===== src/rtl/mbx_pkg.sv =====
package mbx_pkg;
  localparam int MBX_DW    = 32;
  localparam int MBX_WORDS = 8;
  localparam int OWN_BIT   = 31;

  typedef logic [MBX_DW-1:0] word_t;

  // Replace the owner bit of a word, keeping every other bit as written.
  function automatic word_t put_owner(word_t w, logic own);
    word_t r;
    r = w;
    r[OWN_BIT] = own;
    return r;
  endfunction

  // Value presented on a read port: all ones while function reset holds.
  function automatic word_t read_view(word_t w, logic masked);
    return masked ? '1 : w;
  endfunction
endpackage


===== src/rtl/mbx_store.sv =====
module mbx_store #(
  parameter int WORDS = mbx_pkg::MBX_WORDS
) (
  input  logic                  clk,
  input  logic                  rst_n,
  input  logic [WORDS-1:0]      wr_sel,
  input  mbx_pkg::word_t        wr_val,
  output mbx_pkg::word_t [WORDS-1:0] win
);
  for (genvar g = 0; g < WORDS; g++) begin : g_word
    always_ff @(posedge clk or negedge rst_n) begin
      if (!rst_n)         win[g] <= '0;
      else if (wr_sel[g]) win[g] <= wr_val;
    end
  end
endmodule


===== src/rtl/mbx_own_ctl.sv =====
module mbx_own_ctl #(
  parameter int WORDS = mbx_pkg::MBX_WORDS,
  localparam int AW = $clog2(WORDS)
) (
  input  logic                 clk,
  input  logic                 rst_n,
  input  logic                 fn_reset,
  input  logic                 owner,
  input  logic                 rq_we,
  input  logic [AW-1:0]        rq_addr,
  input  mbx_pkg::word_t       rq_wdata,
  input  logic                 rs_we,
  input  logic [AW-1:0]        rs_addr,
  input  mbx_pkg::word_t       rs_wdata,
  output logic [WORDS-1:0]     wr_sel,
  output mbx_pkg::word_t       wr_val,
  output logic                 hand_fwd,
  output logic                 hand_back,
  output logic                 req_pulse,
  output logic                 rsp_pulse
);
  localparam logic [AW-1:0] LAST = AW'(WORDS - 1);

  logic rq_ok, rs_ok;

  assign rq_ok     = rq_we && !owner && !fn_reset;
  assign rs_ok     = rs_we && owner;
  assign hand_fwd  = rq_ok && (rq_addr == LAST);
  assign hand_back = rs_ok && (rs_addr == LAST);

  always_comb begin
    wr_sel = '0;
    wr_val = '0;
    if (rq_ok) begin
      wr_sel[rq_addr] = 1'b1;
      wr_val = (rq_addr == LAST) ? mbx_pkg::put_owner(rq_wdata, 1'b1) : rq_wdata;
    end else if (rs_ok) begin
      wr_sel[rs_addr] = 1'b1;
      wr_val = (rs_addr == LAST) ? mbx_pkg::put_owner(rs_wdata, 1'b0) : rs_wdata;
    end
  end

  always_ff @(posedge clk or negedge rst_n) begin
    if (!rst_n) begin
      req_pulse <= 1'b0;
      rsp_pulse <= 1'b0;
    end else begin
      req_pulse <= hand_fwd;
      rsp_pulse <= hand_back;
    end
  end
endmodule


===== src/rtl/mbx_rd_port.sv =====
module mbx_rd_port #(
  parameter int WORDS = mbx_pkg::MBX_WORDS,
  localparam int AW = $clog2(WORDS)
) (
  input  mbx_pkg::word_t [WORDS-1:0] win,
  input  logic [AW-1:0]              addr,
  input  logic                       masked,
  output mbx_pkg::word_t             rdata
);
  assign rdata = mbx_pkg::read_view(win[addr], masked);
endmodule


===== src/rtl/mbx_window.sv =====
module mbx_window #(
  parameter int WORDS = mbx_pkg::MBX_WORDS,
  localparam int AW = $clog2(WORDS),
  localparam int DW = mbx_pkg::MBX_DW
) (
  input  logic          clk,
  input  logic          rst_n,
  input  logic          fn_reset_i,
  input  logic          rq_wr_en_i,
  input  logic [AW-1:0] rq_addr_i,
  input  logic [DW-1:0] rq_wdata_i,
  output logic [DW-1:0] rq_rdata_o,
  input  logic          rs_wr_en_i,
  input  logic [AW-1:0] rs_addr_i,
  input  logic [DW-1:0] rs_wdata_i,
  output logic [DW-1:0] rs_rdata_o,
  output logic          owner_o,
  output logic          req_valid_o,
  output logic          rsp_valid_o
);
  mbx_pkg::word_t [WORDS-1:0] win;
  logic [WORDS-1:0]           wr_sel;
  mbx_pkg::word_t             wr_val;
  logic                       hand_fwd, hand_back;
  logic [WORDS*DW-1:0]        win_flat;

  assign owner_o  = win[WORDS-1][mbx_pkg::OWN_BIT];
  assign win_flat = win;

  mbx_own_ctl #(.WORDS(WORDS)) u_ctl (
    .clk(clk), .rst_n(rst_n), .fn_reset(fn_reset_i), .owner(owner_o),
    .rq_we(rq_wr_en_i), .rq_addr(rq_addr_i), .rq_wdata(rq_wdata_i),
    .rs_we(rs_wr_en_i), .rs_addr(rs_addr_i), .rs_wdata(rs_wdata_i),
    .wr_sel(wr_sel), .wr_val(wr_val), .hand_fwd(hand_fwd), .hand_back(hand_back),
    .req_pulse(req_valid_o), .rsp_pulse(rsp_valid_o)
  );

  mbx_store #(.WORDS(WORDS)) u_store (
    .clk(clk), .rst_n(rst_n), .wr_sel(wr_sel), .wr_val(wr_val), .win(win)
  );

  mbx_rd_port #(.WORDS(WORDS)) u_rd_rq (
    .win(win), .addr(rq_addr_i), .masked(fn_reset_i), .rdata(rq_rdata_o)
  );

  mbx_rd_port #(.WORDS(WORDS)) u_rd_rs (
    .win(win), .addr(rs_addr_i), .masked(fn_reset_i), .rdata(rs_rdata_o)
  );
endmodule


===== config.mk =====
export PLATFORM = sky130hd
export DESIGN_NAME = mbx_window
export DESIGN_NICKNAME = d
export VERILOG_FILES = /design/src/rtl/mbx_pkg.sv /design/src/rtl/mbx_store.sv /design/src/rtl/mbx_own_ctl.sv /design/src/rtl/mbx_rd_port.sv /design/src/rtl/mbx_window.sv
export SDC_FILE = /design/constraint.sdc
export NUM_CORES = 1
export LEC_CHECK = 0
export ABC_AREA = 1
export BUFFER_PORTS_ARGS = -buffer_cell sky130_fd_sc_hd__buf_2
export CORE_ASPECT_RATIO = 1.5
export CORE_UTILIZATION = 28
export DETAILED_ROUTE_END_ITERATION = 12
export PLACE_DENSITY = 0.56
export SYNTH_ARGS = -nofsm -noshare
export SYNTH_HDL_FRONTEND = slang
export SYNTH_SLANG_ARGS = --single-unit

===== constraint.sdc =====
create_clock -name clk -period 3.7 [get_ports clk]
set_clock_uncertainty 0.15 [all_clocks]
set_input_delay 0.37 -clock clk [delete_from_list [all_inputs] [get_ports clk]]
set_output_delay 0.37 -clock clk [all_outputs]
set_load 0.02 [all_outputs]

==> results.cfg <==
[global_routing]
grt_start_max_net_pins = 87
grt_usage = 0.253
grt_pass1_wl_um = 111000
grt-ovfl-total = 0
grt_pass1_vias = 17500
antenna_found_initial = 2

[sta]
rsz0062_at_grt = no
fin_hold_ws_ns = 0.161
fin_crit_sh = 0.817
finalSetupViolCount = 0
worst_pin_slew_ns = 0.987
finalSetupTns_ns = 0
setup_ws_ns = 0.676
max_clock_freq_mhz = 331
slew_headroom = 0.342
layout_min_cycle_time_ns = 3.02
hold_viol_final = 0
final_max_slew_viol_count = 0

[final_layout]
nNetsFinal = 2549
drive_gt1_frac = 0.111
regArea_um2 = 6460
multiInputGateArea_um2 = 8220
final.fill_count = 6008
area_growth_syn_to_layout_pct = 15.5
antenna_cells = 0

[cts]
cts_buffers = 29
clkSinkCount = 258
clockBufferDepth = 3
clk_latency_ns = 0.57
clkTransAtPathRegs_ns = 0.06
tritoncts = built
cts_root_buf = clkbuf_16
h-tree-depth = 1

[detailed_routing]
drt_iter0_drc = 2260
dr.pass1.iters = 5
drc = 0
routed-via-count = 18100
wl_um = 73600
avgViaCountPerCell = 5.57
routedWlPerCell_um = 22.6
drtAntennaViolNets = 0

[synthesis]
post_synth_mux_area_share = 0
yosys_register_bits = 258
synth_xor_area_frac = 0
yosys_warnings = 0
synth_compound_area_frac = 0.00579
syn_avg_cell_area_um2 = 6.56
synth_cells = 2435
synthesis.nets = 2510
yosysSeqAreaShare = 0.404
yosys.area_share.adder = 0
ys_types = 19
synthSimpleGateAreaFrac = 0.508
synth_top_family_by_area = simple AND/OR/NAND/NOR gates
synth_area_um2 = 16000

[critical_path]
path_class = in -> out
reg2reg_slack_ns = 0.91
crit_slowest_cell = nor2_1
critPathMaxFanout = 33
startpoint_type = input port
endpoint_kind = output pin
arrival_ns = 2.50
path_delay_family = buffers and inverters
path_cells = buf_2 > inv_2 > buf_4 > nand4_1 > nand2_1 > nor2_1 > nand3_1 > buf_2
critical_path_buf_inv_count = 4
required_ns = 3.18
max_stage_delay_ns = 0.45
cpMostUsedCell = buf_2

[placement]
place_ws_ns = 0.689
dp_hpwl_um = 45000
gp_congestion = 0.899
io_buffer_count = 141

[status]
status = completed

[floorplanning]
die_y_um = 295
core_um2 = 56100
row_count = 106
initial_core_util = 0.285
die_w_um = 197
ios = 142
die_area_um2 = 58100

[flow_run]
maxCapViolCount = 0

[power]
p_per_area_nw_per_um2 = 637
ir_worst_vdd_v = 0.000370
p_leak_nw = 9.57

[worst_hold_path]
min_path_type = in -> reg
flip-flops by register name (all words and copies together) (netlist names):
name / cells
u_store.win: 256
u_ctl.rsp_pulse: 1
u_ctl.req_pulse: 1
path summary, 6_finish.rpt:
| kind | from | cells after the start | to |
|---|---|---|---|
| min in group asynchronous | rst_n | 2 | u_store.win[17] |
| setup reg to reg | u_store.win[255] | 8 | u_store.win[199] |
| hold / removal | rs_addr_i[0] | 4 | u_store.win[255] |
| setup / recovery | rq_addr_i[2] | 8 | rq_rdata_o[14] |
| max in group asynchronous | rst_n | 3 | u_store.win[249] |
| hold reg to reg | u_store.win[129] | 2 | u_store.win[129] |
synth_stat cells, drive strengths merged:
master    n  area share
nand2   828        0.19
nand3   394        0.12
nor2    353       0.084
nand4   269        0.11
dfrtp   258        0.40
inv     113       0.027
buf     108       0.033
clkbuf   98       0.023
o21a     11      0.0052
a21oi     1     0.00031
nor3      1     0.00031
o21ai     1     0.00031
layer usage:
layer,wire [um],share of wire,GRT usage,vias to the layer above
met2,35600,0.48,0.429,1070
li1,-,-,-,8088
met3,5980,0.081,0.0320,250
met4,4380,0.059,0.145,4
met1,27600,0.38,0.306,8693
met5,23,0.00031,0,-
kinds of logic (layout without fill, tap and decap cells):
group | after synthesis | count (layout)
buffers and inverters | 319 | 380
flip-flops | 258 | 258
AO/OA/AOI/OAI | 13 | 13
AND/OR/NAND/NOR | 1845 | 1845
worst reg2reg max path: stages (launching register included):
cell,delay (ns)
dfrtp_1,0.50
inv_2,0.11
nand2_1,0.08
nor2_4,0.42
nand2_1,0.63
nand2_1,0.26
buf_4,0.38
nand2_1,0.10
nand2_1,0.08
per-stage QoR:
step                area, um2  total power [mW]  instances  utilization
finish                  18500              11.8       3252        0.329
global route            18500              12.5       3252        0.329
CTS                     18500              11.8       3252        0.329
detailed placement      17400              8.56       3196        0.310
global placement        17400              8.47       3196        0.310
floorplan               16000              7.14       2435            -
layout by cell type, fill, tap and decap left out, drive strengths merged:
cell and instances:
nand3 394, clkbuf 46, buf 211, o21ai 1
nor2 353, bufinv 3, nor3 1, inv 113
nand2 828, clkinv 4, dlygate4sd3 3, a21oi 1
o21a 11, nand4 269, dfrtp 258
repair_timing:
item                                   CTS  global route
hold buffers                             3             0
buffers inserted                         0             0
endpoints found under the hold margin   84             0
resized for setup                        0             0
power breakdown:
part	switching (mW)	internal, mW
sequential	0.960	4.01
combinational	2.42	1.23
clock	1.26	1.90
total	4.64	7.14
final cells by class:
class / count / share of cell area
Clock buffer: 46 / 0.0498
Clock inverter: 7 / 0.00596
Tap cell: 756 / 0.0512
Timing Repair Buffer: 214 / 0.0755
Inverter: 113 / 0.0230
Multi-Input combinational cell: 1858 / 0.445
Sequential cell: 258 / 0.350
No activity file was read; power rests on OpenSTA's default activity.
